--- src/rtl/hz_pkg.sv ---
package hz_pkg;

    typedef logic [1:0] fwd_sel_t;

    localparam fwd_sel_t FWD_RF  = 2'b00;
    localparam fwd_sel_t FWD_WB  = 2'b01;
    localparam fwd_sel_t FWD_EXM = 2'b10;

    localparam int NUM_SRC = 2;

endpackage

--- src/rtl/hz_src_check.sv ---
module hz_src_check
    import hz_pkg::*;
#(
    parameter int AW = 5
) (
    input  logic          fwd_en,
    input  logic          id_valid,
    input  logic          used,
    input  logic [AW-1:0] src,
    input  logic          ex_valid,
    input  logic          ex_wr,
    input  logic          ex_load,
    input  logic [AW-1:0] ex_rd,
    input  logic          mem_valid,
    input  logic          mem_wr,
    input  logic [AW-1:0] mem_rd,
    output logic          need_stall,
    output fwd_sel_t      sel_next
);

    logic live;
    logic hit_ex;
    logic hit_mem;

    always_comb begin
        live    = id_valid && used && (src != '0);
        hit_ex  = live && ex_valid && ex_wr && (ex_rd == src);
        hit_mem = live && mem_valid && mem_wr && (mem_rd == src);

        need_stall = 1'b0;
        sel_next   = FWD_RF;
        if (!fwd_en) begin
            // result only visible once producer writes back
            need_stall = hit_ex || hit_mem;
        end else if (hit_ex) begin
            // youngest producer wins; a load's data is not ready yet
            if (ex_load) begin
                need_stall = 1'b1;
            end else begin
                sel_next = FWD_EXM;
            end
        end else if (hit_mem) begin
            sel_next = FWD_WB;
        end
    end

    // an operand that reads nothing live never interlocks or bypasses
    always_comb begin
        if (!live) begin
            a_r6_dead_source: assert (!need_stall && sel_next == FWD_RF);
        end
    end

endmodule

--- src/rtl/hz_ctl.sv ---
module hz_ctl
    import hz_pkg::*;
(
    input  logic                    clk,
    input  logic                    rst_n,
    input  logic [NUM_SRC-1:0]      src_stall,
    input  fwd_sel_t [NUM_SRC-1:0]  src_sel,
    input  logic                    br_taken,
    output logic                    stall_pc,
    output logic                    stall_ifid,
    output logic                    bubble_idex,
    output logic                    flush_ifid,
    output fwd_sel_t [NUM_SRC-1:0]  fwd_sel
);

    typedef struct packed {
        fwd_sel_t [NUM_SRC-1:0] sel;
    } ctl_state_t;

    ctl_state_t st_d;
    ctl_state_t st_q;
    logic       data_hold;

    always_comb begin
        data_hold   = (|src_stall) && !br_taken;
        stall_pc    = data_hold;
        stall_ifid  = data_hold;
        bubble_idex = data_hold;
        flush_ifid  = br_taken;

        st_d = st_q;
        for (int i = 0; i < NUM_SRC; i++) begin
            st_d.sel[i] = data_hold ? FWD_RF : src_sel[i];
        end
    end

    always_ff @(posedge clk) begin
        if (!rst_n) begin
            st_q <= '0;
        end else begin
            st_q <= st_d;
        end
    end

    assign fwd_sel = st_q.sel;

    // a taken transfer discards the fetched slot and never holds
    a_r8_flush_wins: assert property (@(posedge clk) disable iff (!rst_n)
        br_taken |-> (flush_ifid && !stall_pc && !bubble_idex));

    // the slot that follows an inserted bubble reads only the file
    a_r9_bubble_no_bypass: assert property (@(posedge clk) disable iff (!rst_n)
        bubble_idex |=> (fwd_sel[0] == FWD_RF && fwd_sel[1] == FWD_RF));

    // every hold is accompanied by a bubble downstream
    a_r2_hold_with_bubble: assert property (@(posedge clk) disable iff (!rst_n)
        (stall_pc || stall_ifid) |-> bubble_idex);

endmodule

--- src/rtl/hz_perf.sv ---
module hz_perf #(
    parameter int CNT_W = 16
) (
    input  logic             clk,
    input  logic             rst_n,
    input  logic             retire,
    input  logic             empty_slot,
    output logic [CNT_W-1:0] retired_cnt,
    output logic [CNT_W-1:0] bubble_cnt
);

    typedef struct packed {
        logic [CNT_W-1:0] ret;
        logic [CNT_W-1:0] bub;
    } perf_t;

    perf_t pf_d;
    perf_t pf_q;

    always_comb begin
        pf_d = pf_q;
        if (retire) begin
            pf_d.ret = pf_q.ret + 1'b1;
        end
        if (empty_slot) begin
            pf_d.bub = pf_q.bub + 1'b1;
        end
    end

    always_ff @(posedge clk) begin
        if (!rst_n) begin
            pf_q <= '0;
        end else begin
            pf_q <= pf_d;
        end
    end

    assign retired_cnt = pf_q.ret;
    assign bubble_cnt  = pf_q.bub;

    // one step per retiring cycle, no movement otherwise
    a_r10_retire_step: assert property (@(posedge clk) disable iff (!rst_n)
        retire |=> (retired_cnt == $past(retired_cnt) + 1'b1));

    a_r10_retire_hold: assert property (@(posedge clk) disable iff (!rst_n)
        !retire |=> $stable(retired_cnt));

endmodule

--- src/rtl/hz_unit.sv ---
module hz_unit
    import hz_pkg::*;
#(
    parameter int NUM_REGS = 32,
    parameter int CNT_W    = 16,
    localparam int AW      = $clog2(NUM_REGS)
) (
    input  logic             clk,
    input  logic             rst_n,
    input  logic             fwd_en,
    input  logic             id_valid,
    input  logic [AW-1:0]    id_rs1,
    input  logic             id_rs1_used,
    input  logic [AW-1:0]    id_rs2,
    input  logic             id_rs2_used,
    input  logic             ex_valid,
    input  logic [AW-1:0]    ex_rd,
    input  logic             ex_wr,
    input  logic             ex_load,
    input  logic             mem_valid,
    input  logic [AW-1:0]    mem_rd,
    input  logic             mem_wr,
    input  logic             wb_valid,
    input  logic             br_taken,
    output logic             stall_pc,
    output logic             stall_ifid,
    output logic             bubble_idex,
    output logic             flush_ifid,
    output logic [1:0]       fwd_a_sel,
    output logic [1:0]       fwd_b_sel,
    output logic [CNT_W-1:0] retired_cnt,
    output logic [CNT_W-1:0] bubble_cnt
);

    logic [AW-1:0]          src_num  [NUM_SRC];
    logic                   src_used [NUM_SRC];
    logic [NUM_SRC-1:0]     src_stall;
    fwd_sel_t [NUM_SRC-1:0] src_sel;
    fwd_sel_t [NUM_SRC-1:0] fwd_sel;

    assign src_num[0]  = id_rs1;
    assign src_num[1]  = id_rs2;
    assign src_used[0] = id_rs1_used;
    assign src_used[1] = id_rs2_used;

    for (genvar g = 0; g < NUM_SRC; g++) begin : g_src
        hz_src_check #(
            .AW (AW)
        ) u_chk (
            .fwd_en     (fwd_en),
            .id_valid   (id_valid),
            .used       (src_used[g]),
            .src        (src_num[g]),
            .ex_valid   (ex_valid),
            .ex_wr      (ex_wr),
            .ex_load    (ex_load),
            .ex_rd      (ex_rd),
            .mem_valid  (mem_valid),
            .mem_wr     (mem_wr),
            .mem_rd     (mem_rd),
            .need_stall (src_stall[g]),
            .sel_next   (src_sel[g])
        );
    end

    hz_ctl u_ctl (
        .clk         (clk),
        .rst_n       (rst_n),
        .src_stall   (src_stall),
        .src_sel     (src_sel),
        .br_taken    (br_taken),
        .stall_pc    (stall_pc),
        .stall_ifid  (stall_ifid),
        .bubble_idex (bubble_idex),
        .flush_ifid  (flush_ifid),
        .fwd_sel     (fwd_sel)
    );

    hz_perf #(
        .CNT_W (CNT_W)
    ) u_perf (
        .clk         (clk),
        .rst_n       (rst_n),
        .retire      (wb_valid),
        .empty_slot  (bubble_idex || flush_ifid),
        .retired_cnt (retired_cnt),
        .bubble_cnt  (bubble_cnt)
    );

    assign fwd_a_sel = fwd_sel[0];
    assign fwd_b_sel = fwd_sel[1];

    // bypass mode never holds for a non-load producer in execute
    a_r3_alu_no_hold: assert property (@(posedge clk) disable iff (!rst_n)
        (fwd_en && ex_valid && ex_wr && !ex_load && !mem_valid) |-> !stall_pc);

    // an empty decode slot never holds the front end
    a_r11_empty_id: assert property (@(posedge clk) disable iff (!rst_n)
        !id_valid |-> !stall_pc);

endmodule

--- config.mk ---
export PLATFORM = sky130hd
export DESIGN_NAME = hz_unit
export DESIGN_NICKNAME = d
export VERILOG_FILES = /design/src/rtl/hz_pkg.sv /design/src/rtl/hz_src_check.sv /design/src/rtl/hz_ctl.sv /design/src/rtl/hz_perf.sv /design/src/rtl/hz_unit.sv
export SDC_FILE = /design/constraint.sdc
export NUM_CORES = 1
export LEC_CHECK = 0
export CAP_MARGIN = 40
export CELL_PAD_IN_SITES_DETAIL_PLACEMENT = 1
export CELL_PAD_IN_SITES_GLOBAL_PLACEMENT = 2
export CORE_ASPECT_RATIO = 0.6
export CORE_MARGIN = 2
export CORE_UTILIZATION = 27
export DETAILED_ROUTE_END_ITERATION = 8
export GPL_ROUTABILITY_DRIVEN = 0
export PLACE_DENSITY = 0.95
export REMOVE_ABC_BUFFERS = 1
export SLEW_MARGIN = 20
export SYNTH_ARGS = -nofsm -noshare
export SYNTH_HDL_FRONTEND = slang
export SYNTH_HIERARCHICAL = 1
export SYNTH_SLANG_ARGS = --single-unit
export TNS_END_PERCENT = 20
--- constraint.sdc ---
create_clock -name clk -period 5.4 [get_ports clk]
set_input_delay 1.35 -clock clk [delete_from_list [all_inputs] [get_ports clk]]
set_output_delay 1.35 -clock clk [all_outputs]
set_load 0.01 [all_outputs]
* Yosys cells after proc, flatten, opt, wreduce, memory -nomap -nowiden
Index checks and enable logic that the tools add are counted.
Word-level totals: output and inout port bits 40, logic and storage cells 47, bits of input ports 33, flip-flop bits (word level) 36
Operators by class: reductions and logical operators 25, muxes and demuxes 10, bitwise operators 2, equal/unequal tests 4, $add $sub $neg 2
Operators with widths (count):
- adder 16 x 1 -> 16 bit (second input constant) | 2
- equality test 5 bit | 4
- logical AND 1 bit | 17
- nonzero test 5 bit | 2
- two-way mux 1 bit | 7
- two-way mux 2 bit | 3
- logical OR 1 bit | 3
- OR reduction 3 bit | 1
- inverter 1 bit | 2
- OR reduction 2 bit | 1
- logical NOT 1 bit | 1

* Longest topological paths before layout
Gate-level depths: netlist of run 1.
word-level depth 10, gate-level depth with buffers 12, gate-level depth less buffers 11

* Cells and area by module
The synthesis of run 1 kept the hierarchy.
Modules (own cells, without submodules):
- hz_perf | times used 1, cells each 165, area an instance 1460.2 um2
- hz_src_check | times used 2, cells each 23, area an instance 180.2 um2
- hz_ctl | times used 1, cells each 13, area an instance 150.1 um2
- hz_unit | times used 1, cells each 1, area an instance 6.3 um2

* Worst setup path after synthesis of run 1
Ideal clock, no wire load.
path kind input port to output port, from input id_rs2[2], to output stall_ifid, stages 7, path slack 1.367 ns, path buffers 1, arrival time 2.683 ns, cell sequence or3_1 > o311a_1 > nand3_1 > a22oi_1 > o21bai_4 > inv_1 > buf_4
Between the ends: longest elaborated chain between the ends 9, elaborated cells between the ends (all ways) 15, those cells by class eq/ne (2); mux (2); reduce/logical (11)
RTL lines:
- start: declaration | RTL line hz_unit.sv:14 | input logic [AW-1:0] id_rs2,
- nonzero test 5 bit | RTL line hz_src_check.sv:26 | live = id_valid && used && (src != '0);
- logical AND 1 bit | RTL line hz_src_check.sv:26
- logical AND 1 bit (on tied branches) (3 in series) | RTL line hz_src_check.sv:27, hz_src_check.sv:28
- two-way mux 1 bit / logical OR 1 bit (equally long branches) | RTL line hz_src_check.sv:35, hz_src_check.sv:34
- two-way mux 1 bit * | RTL line hz_src_check.sv:32 | if (!fwd_en) begin
- named net src_stall[1] | RTL line hz_unit.sv:37 | logic [NUM_SRC-1:0] src_stall;
- OR reduction 2 bit * | RTL line hz_ctl.sv:25 | data_hold = (|src_stall) && !br_taken;
- logical AND 1 bit * | RTL line hz_ctl.sv:25
- end: declaration | RTL line hz_unit.sv:26 | output logic stall_ifid,
Mark *: on every way through the listed nets, which the timed path passes. The rest lies on a longest branch.

* Worst setup path after layout of run 1
from input id_rs1[3], to output stall_pc
Between the ends: longest elaborated chain between the ends 9, elaborated cells between the ends (all ways) 15, those cells by class eq/ne (2); mux (2); reduce/logical (11)
RTL lines:
- start: declaration | RTL line hz_unit.sv:12 | input logic [AW-1:0] id_rs1,
- nonzero test 5 bit | RTL line hz_src_check.sv:26
- logical AND 1 bit | RTL line hz_src_check.sv:26
- logical AND 1 bit (on tied branches) (3 in series) | RTL line hz_src_check.sv:27, hz_src_check.sv:28
- two-way mux 1 bit / logical OR 1 bit (equally long branches) | RTL line hz_src_check.sv:35, hz_src_check.sv:34
- two-way mux 1 bit * | RTL line hz_src_check.sv:32
- named net src_stall[0] | RTL line hz_unit.sv:37
- OR reduction 2 bit * | RTL line hz_ctl.sv:25
- logical AND 1 bit * | RTL line hz_ctl.sv:25
- end: declaration | RTL line hz_unit.sv:25 | output logic stall_pc,
Marks and branches as above.

==> flow_results.xml, run 1 <==
<?xml version="1.0" encoding="UTF-8"?>
<metrics>
  <group name="yosys">
    <metric name="largest_cells_by_area_after_synthesis" unit="">dfxtp_1 (36%), xor2_1 (14%), nand4_1 (4.7%), nor2_1 (4.7%), mux2i_1 (4.6%)</metric>
    <metric name="post-synth-top-area-fraction" unit="%">36.5</metric>
    <metric name="synth.most_common_cell" unit="">dfxtp_1</metric>
    <metric name="synth-edff-count" unit="">0</metric>
    <metric name="ys_types" unit="">34</metric>
    <metric name="synthesis.instances" unit="">225</metric>
    <metric name="yosysWarningCount" unit="">6</metric>
    <metric name="synth-async-reset-ratio" unit="%">0</metric>
    <metric name="ys_seq_area_share" unit="%">36.5</metric>
    <metric name="postSynth.topFlopCell" unit="">dfxtp_1</metric>
    <metric name="synth_area" unit="µm²">1980</metric>
    <metric name="synth_area_per_cell" unit="µm²">8.79</metric>
    <metric name="ys_top_cells_by_count" unit="">dfxtp_1 (36), xor2_1 (31), nor2_1 (25)</metric>
    <metric name="synth_seq_cells" unit="">36</metric>
    <metric name="synth_area_leader_cell" unit="">dfxtp_1</metric>
  </group>
  <group name="floorplanning">
    <metric name="fp.dieW" unit="µm">114</metric>
    <metric name="chipHeight" unit="µm">70.3</metric>
    <metric name="placement_rows" unit="">24</metric>
    <metric name="pin_count" unit="">73</metric>
    <metric name="fp.dieArea" unit="µm²">8040</metric>
    <metric name="initial_utilization" unit="%">27.5</metric>
    <metric name="placeable_core_region" unit="µm²">7180</metric>
  </group>
  <group name="cts">
    <metric name="cts_tree" unit="">built</metric>
    <metric name="clock_tree.root_cell" unit="">clkbuf_16</metric>
    <metric name="cts_num_sinks" unit="">36</metric>
    <metric name="insertion_delay" unit="ns">0.28</metric>
    <metric name="worst_setup_hold_path_clk_slew" unit="ns">0.06</metric>
    <metric name="h_tree_level_count" unit="">2</metric>
    <metric name="inserted_clock_buffers" unit="">5</metric>
    <metric name="post_cts_resized" unit="">0</metric>
    <metric name="cts_max_path_buffers" unit="">2</metric>
    <metric name="post_cts_buffers" unit="">0</metric>
    <metric name="cts.hold.buffers_added" unit="">0</metric>
  </group>
  <group name="sta">
    <metric name="post-route-worst-setup-slack" unit="ns">0.240</metric>
    <metric name="max_clock_freq" unit="MHz">194</metric>
    <metric name="total_neg_setup_slack" unit="ns">0</metric>
    <metric name="slew-limit-headroom" unit="%">53.3</metric>
    <metric name="grt_setup_unrepaired" unit="">false</metric>
    <metric name="finalClockSkew" unit="ns">0.00503</metric>
    <metric name="tightest_slew" unit="ns">0.698</metric>
    <metric name="timing.final.crit_period" unit="ns">5.16</metric>
    <metric name="hold_viol_final" unit="">0</metric>
    <metric name="report.final.setup_viol" unit="">0</metric>
    <metric name="hold_ws" unit="ns">0.490</metric>
    <metric name="post-route-period-util" unit="%">95.6</metric>
    <metric name="drv_slew" unit="">0</metric>
  </group>
  <group name="power">
    <metric name="static-leakage-power" unit="nW">1.12</metric>
    <metric name="finalPower" unit="µW">702</metric>
    <metric name="power.ir.vdd_worst" unit="µV">106</metric>
    <metric name="cellPowerDensity" unit="nW/µm²">239</metric>
  </group>
  <group name="placed_design">
    <metric name="placement.cell_area" unit="µm²">2760</metric>
    <metric name="place.detailed.hpwl" unit="µm">4910</metric>
    <metric name="port-buffer-count" unit="">72</metric>
    <metric name="dp_slack" unit="ns">0.262</metric>
  </group>
  <group name="worst_setup_path">
    <metric name="max_stage_delay" unit="ns">0.55</metric>
    <metric name="crit_path_buf_inv_count" unit="">3</metric>
    <metric name="worst_setup_path_end_kind" unit="">primary output</metric>
    <metric name="worst_ep_arrival_time" unit="ns">3.81</metric>
    <metric name="path_class" unit="">input pin to primary output</metric>
    <metric name="worstSetupStartpointType" unit="">input pin</metric>
    <metric name="worst_path_most_repeated_cell" unit="">clkdlybuf4s50_1</metric>
    <metric name="rrSetupSlack" unit="ns">3.72</metric>
    <metric name="critical-path-top-delay-family" unit="">buffers and inverters</metric>
    <metric name="critPathRequiredTime" unit="ns">4.05</metric>
    <metric name="worstPathCellList" unit="">clkdlybuf4s50_1 &gt; xor2_1 &gt; nor4_1 &gt; nand3_2 &gt; a22oi_1 &gt; o21bai_4 &gt; inv_1 &gt; clkdlybuf4s50_1</metric>
    <metric name="cp_slowest_cell" unit="">clkdlybuf4s50_1</metric>
    <metric name="crit_path_max_fanout" unit="">5</metric>
  </group>
  <group name="routing">
    <metric name="route.vias.total" unit="">1901</metric>
    <metric name="drt_iter0_markers" unit="">75</metric>
    <metric name="drc" unit="">0</metric>
    <metric name="post_detailed_route_via_to_cell_ratio" unit="">4.91</metric>
    <metric name="detail_route.first_pass.iterations" unit="">4</metric>
    <metric name="wl_per_cell" unit="µm">16.0</metric>
    <metric name="routed_wl" unit="µm">6190</metric>
    <metric name="drt.antenna.violating_nets" unit="">0</metric>
  </group>
  <group name="final_layout">
    <metric name="postLayoutCellArea" unit="µm²">2940</metric>
    <metric name="final_layout_size_suffix_gt1_share" unit="%">6.08</metric>
    <metric name="area_growth_syn_to_layout" unit="%">48.7</metric>
    <metric name="antenna_cells" unit="">0</metric>
    <metric name="fillers" unit="">845</metric>
    <metric name="final_net_count" unit="">330</metric>
  </group>
  <group name="global_routing">
    <metric name="track_usage" unit="%">16.1</metric>
    <metric name="first_global_vias" unit="">1918</metric>
    <metric name="number_of_antenna_violations_at_the_first_check_in_global_routing" unit="">0</metric>
    <metric name="global_route.overflow_total" unit="">0</metric>
    <metric name="grt_pass1_wl" unit="µm">10000</metric>
    <metric name="grt_max_degree" unit="">26</metric>
  </group>
  <group name="worst_hold_path">
    <metric name="hp-class" unit="">flip-flop to flip-flop</metric>
  </group>
  <group name="job">
    <metric name="cap_violations" unit="">0</metric>
  </group>
  <group name="run_status">
    <metric name="run_status" unit="">finished clean</metric>
  </group>
</metrics>
-- placed cells by master, fill, tap and decap left out, drive strengths merged --
| cell type | n |
|---|---|
| a21oi | 3 |
| a22oi | 2 |
| a31o | 1 |
| and2 | 1 |
| and3 | 12 |
| and4 | 6 |
| bufinv | 1 |
| clkbuf | 7 |
| clkdlybuf4s50 | 72 |
| dfxtp | 36 |
| ha | 2 |
| inv | 6 |
| mux2i | 9 |
| nand2 | 16 |
| nand2b | 7 |
| nand3 | 12 |
| nand4 | 16 |
| nor2 | 25 |
| nor3 | 4 |
| nor3b | 2 |
| nor4 | 5 |
| o21ai | 2 |
| o21bai | 1 |
| o311a | 2 |
| or2 | 1 |
| or3 | 4 |
| or4 | 1 |
| xnor2 | 9 |
| xor2 | 31 |
-- power by group --
group	switching (mW)	total, mW	internal, mW
combinational	0.0358	0.0779	0.0421
sequential	0.00485	0.274	0.269
clock	0.107	0.350	0.243
total	0.148	0.702	0.554
-- path summary, 6_finish.rpt --
check                                                    startpoint                                   to  depth (start not counted)
worst min register to register  u_perf/retired_cnt[14]$_SDFFE_PN0P_  u_perf/retired_cnt[14]$_SDFFE_PN0P_                          2
worst max-delay path                                      id_rs1[3]                             stall_pc                          8
worst min-delay path            u_perf/retired_cnt[14]$_SDFFE_PN0P_  u_perf/retired_cnt[14]$_SDFFE_PN0P_                          2
worst max register to register    u_perf/bubble_cnt[0]$_SDFFE_PN0P_   u_perf/bubble_cnt[12]$_SDFFE_PN0P_                          5
-- cell families (layout without fill, tap and decap cells) --
| group | Yosys count | count (layout) | synth area share (%) |
|---|---|---|---|
| multiplexers | 9 | 9 | 4.56 |
| AO/OA/AOI/OAI | 11 | 11 | 4.43 |
| AND/OR/NAND/NOR | 112 | 112 | 31.7 |
| XOR/XNOR | 40 | 40 | 17.7 |
| adder cells (fa/ha/maj) | 2 | 2 | 1.27 |
| buffers and inverters | 15 | 86 | 3.86 |
| flip-flops | 36 | 36 | 36.5 |
-- layer usage --
layer  track usage, %  vias up  share of wire, %
li1                 -      931                 -
met1             24.1      931                52
met2             23.3       35                44
met3             3.39        4               3.7
met4             3.52        0              0.40
met5                0        -                 0
-- per-stage QoR --
step	util (%)	cells
2_1_floorplan	-	216
3_5_place_dp	38.4	379
5_1_grt	41.0	387
6_report	41.0	387
4_1_cts	41.0	387
3_3_place_gp	38.4	379
-- flip-flops by register name (all words and copies together) (netlist names) --
signal	count
u_perf/bubble_cnt	16
u_perf/retired_cnt	16
u_ctl/fwd_sel	4
-- worst register-to-register path, stage by stage, from the launching register on --
cell	delay [ns]
dfxtp_1	0.40
ha_1	0.34
inv_1	0.07
or4_1	0.54
xor2_1	0.16
nor2_1	0.05
-- cell type report --
class	instances	area [µm²]	share of cell area, %
Clock buffer	7	153	5.19
Clock inverter	1	30.0	1.02
Inverter	6	22.5	0.766
Multi-Input combinational cell	174	1180	40.1
Sequential cell	36	721	24.5
Tap cell	91	114	3.87
Timing Repair Buffer	72	721	24.5
Note: power is estimated with default switching activity, not from simulation.
==> run 2, diff against run 1 <==
- SETUP_SLACK_MARGIN: default -> 0.3
==> flow_results.xml, run 2 (synthesis gave the netlist of run 1 again) <==
<?xml version="1.0" encoding="UTF-8"?>
<metrics>
  <group name="cts">
    <metric name="inserted_clock_buffers" unit="">5</metric>
    <metric name="cts.hold.buffers_added" unit="">0</metric>
    <metric name="h_tree_level_count" unit="">2</metric>
    <metric name="cts_num_sinks" unit="">36</metric>
    <metric name="cts_tree" unit="">built</metric>
    <metric name="clock_tree.root_cell" unit="">clkbuf_16</metric>
    <metric name="insertion_delay" unit="ns">0.28</metric>
    <metric name="worst_setup_hold_path_clk_slew" unit="ns">0.06</metric>
    <metric name="cts_max_path_buffers" unit="">2</metric>
  </group>
  <group name="final_layout">
    <metric name="postLayoutCellArea" unit="µm²">2970</metric>
    <metric name="area_growth_syn_to_layout" unit="%">50.2</metric>
    <metric name="final_layout_size_suffix_gt1_share" unit="%">7.77</metric>
    <metric name="final_cell_mix" unit="">clkdlybuf4s50_1 (72), dfxtp_1 (36), xor2_1 (31)</metric>
    <metric name="layout_commonest_cell" unit="">clkdlybuf4s50_1</metric>
    <metric name="final_net_count" unit="">330</metric>
    <metric name="fillers" unit="">843</metric>
    <metric name="antenna_cells" unit="">0</metric>
  </group>
  <group name="floorplanning">
    <metric name="fp.dieW" unit="µm">114</metric>
    <metric name="initial_utilization" unit="%">27.5</metric>
    <metric name="fp.dieArea" unit="µm²">8040</metric>
    <metric name="pin_count" unit="">73</metric>
    <metric name="placeable_core_region" unit="µm²">7180</metric>
    <metric name="placement_rows" unit="">24</metric>
    <metric name="chipHeight" unit="µm">70.3</metric>
  </group>
  <group name="worst_setup_path">
    <metric name="worstPathCellList" unit="">clkdlybuf4s50_1 &gt; or3_1 &gt; o311a_1 &gt; nand3_1 &gt; a22oi_2 &gt; o21bai_4 &gt; inv_1 &gt; clkdlybuf4s50_1</metric>
    <metric name="critPathRequiredTime" unit="ns">4.05</metric>
    <metric name="crit_path_buf_inv_count" unit="">3</metric>
    <metric name="critical-path-top-delay-family" unit="">buffers and inverters</metric>
    <metric name="path_class" unit="">input pin to primary output</metric>
    <metric name="crit_path_max_fanout" unit="">5</metric>
    <metric name="rrSetupSlack" unit="ns">3.72</metric>
    <metric name="max_stage_delay" unit="ns">0.51</metric>
    <metric name="worst_setup_path_end_kind" unit="">primary output</metric>
    <metric name="worst_ep_arrival_time" unit="ns">3.62</metric>
    <metric name="cp_slowest_cell" unit="">clkdlybuf4s50_1</metric>
    <metric name="r2r_cell_count" unit="">5</metric>
    <metric name="crit-reg2reg-launch" unit="">u_perf/bubble_cnt[0]$_SDFFE_PN0P_</metric>
    <metric name="worst_path_most_repeated_cell" unit="">clkdlybuf4s50_1</metric>
    <metric name="worstSetupStartpoint" unit="">id_rs1[3]</metric>
    <metric name="crit-reg2reg-capture" unit="">u_perf/bubble_cnt[12]$_SDFFE_PN0P_</metric>
    <metric name="worstSetupStartpointType" unit="">input pin</metric>
  </group>
  <group name="global_routing">
    <metric name="first_global_vias" unit="">1925</metric>
    <metric name="number_of_antenna_violations_at_the_first_check_in_global_routing" unit="">0</metric>
    <metric name="grt_max_degree" unit="">26</metric>
    <metric name="global_route.overflow_total" unit="">0</metric>
    <metric name="grt_pass1_wl" unit="µm">10100</metric>
    <metric name="track_usage" unit="%">16.1</metric>
  </group>
  <group name="sta">
    <metric name="finalClockSkew" unit="ns">0.00526</metric>
    <metric name="drv_slew" unit="">0</metric>
    <metric name="hold_viol_final" unit="">0</metric>
    <metric name="max_clock_freq" unit="MHz">201</metric>
    <metric name="grt_setup_unrepaired" unit="">false</metric>
    <metric name="timing.final.crit_period" unit="ns">4.97</metric>
    <metric name="report.final.setup_viol" unit="">0</metric>
    <metric name="total_neg_setup_slack" unit="ns">0</metric>
    <metric name="tightest_slew" unit="ns">0.671</metric>
    <metric name="post-route-period-util" unit="%">92.1</metric>
    <metric name="slew-limit-headroom" unit="%">55.1</metric>
  </group>
  <group name="worst_hold_path">
    <metric name="hp-class" unit="">flip-flop to flip-flop</metric>
    <metric name="hold-path-cell-count" unit="">2</metric>
    <metric name="hold_path.startpoint" unit="">u_perf/retired_cnt[14]$_SDFFE_PN0P_</metric>
    <metric name="worstHoldEndpoint" unit="">u_perf/retired_cnt[14]$_SDFFE_PN0P_</metric>
  </group>
  <group name="run_status">
    <metric name="run_status" unit="">finished clean</metric>
  </group>
  <group name="routing">
    <metric name="wl_per_cell" unit="µm">16.2</metric>
    <metric name="drc" unit="">0</metric>
    <metric name="drt_iter0_markers" unit="">65</metric>
    <metric name="routed_wl" unit="µm">6260</metric>
    <metric name="post_detailed_route_via_to_cell_ratio" unit="">4.92</metric>
    <metric name="drt.antenna.violating_nets" unit="">0</metric>
    <metric name="detail_route.first_pass.iterations" unit="">4</metric>
    <metric name="route.vias.total" unit="">1904</metric>
  </group>
  <group name="placed_design">
    <metric name="placement.cell_area" unit="µm²">2760</metric>
    <metric name="port-buffer-count" unit="">72</metric>
    <metric name="place.detailed.hpwl" unit="µm">4910</metric>
  </group>
  <group name="power">
    <metric name="cellPowerDensity" unit="nW/µm²">237</metric>
    <metric name="power.ir.vdd_worst" unit="µV">106</metric>
    <metric name="static-leakage-power" unit="nW">1.13</metric>
  </group>
  <group name="job">
    <metric name="cap_violations" unit="">0</metric>
  </group>
</metrics>
[run 2: what timing repair did]
| action | 4_1_cts | 5_1_grt |
|---|---|---|
| endpoints found under the setup margin | 3 | 3 |
| resized for setup | 2 | 3 |
| pin swaps | 0 | 1 |
| setup buffers | 0 | 0 |
[run 2: final cells by class]
cell class	instances	area (µm²)	share of cell area (%)
Clock buffer	7	153	5.14
Multi-Input combinational cell	174	1210	40.7
Clock inverter	1	30.0	1.01
Sequential cell	36	721	24.3
Timing Repair Buffer	72	721	24.3
Tap cell	91	114	3.83
Inverter	6	22.5	0.759
[run 2: layer usage]
layer | global-route usage [%] | part of all wire, % | vias up | wire (µm)
met5 | 0 | 0 | - | 0
met4 | 3.52 | 0.42 | 0 | 26
met3 | 3.39 | 2.3 | 4 | 146
met2 | 23.3 | 44 | 28 | 2760
met1 | 24.2 | 53 | 941 | 3320
li1 | - | - | 931 | -
[run 2: through the flow]
step	worst slack (ns)	total power [mW]	util, %	hold WS (ns)	std cells
2_1_floorplan	1.46	0.308	-	0.486	216
3_3_place_gp	0.254	0.356	38.4	0.457	379
3_5_place_dp	0.262	0.357	38.4	0.478	379
4_1_cts	0.358	0.713	41.1	0.489	387
5_1_grt	0.299	0.734	41.4	0.506	387
6_report	0.425	0.704	41.4	0.489	387
[run 2: worst max path at each step]
stage | end | slack (ns) | depth (start not counted)
final | stall_pc | 0.43 | 8
after global routing | stall_pc | 0.30 | 8
after CTS | stall_pc | 0.36 | 8
after detailed placement | stall_pc | 0.26 | 8
after global placement | bubble_idex | 0.25 | 8
after floorplan | bubble_idex | 1.46 | 6
[run 2: tightest hold or removal path, cell delays in order (launching register included)]
cell and delay, ns:
dfxtp_1 0.33, nand2_1 0.06, mux2i_1 0.05
[run 2: power by group]
part	internal [mW]	total, mW	switching [mW]
logic	0.0427	0.0803	0.0376
registers	0.269	0.274	0.00485
clock network	0.243	0.350	0.107
total	0.555	0.704	0.150
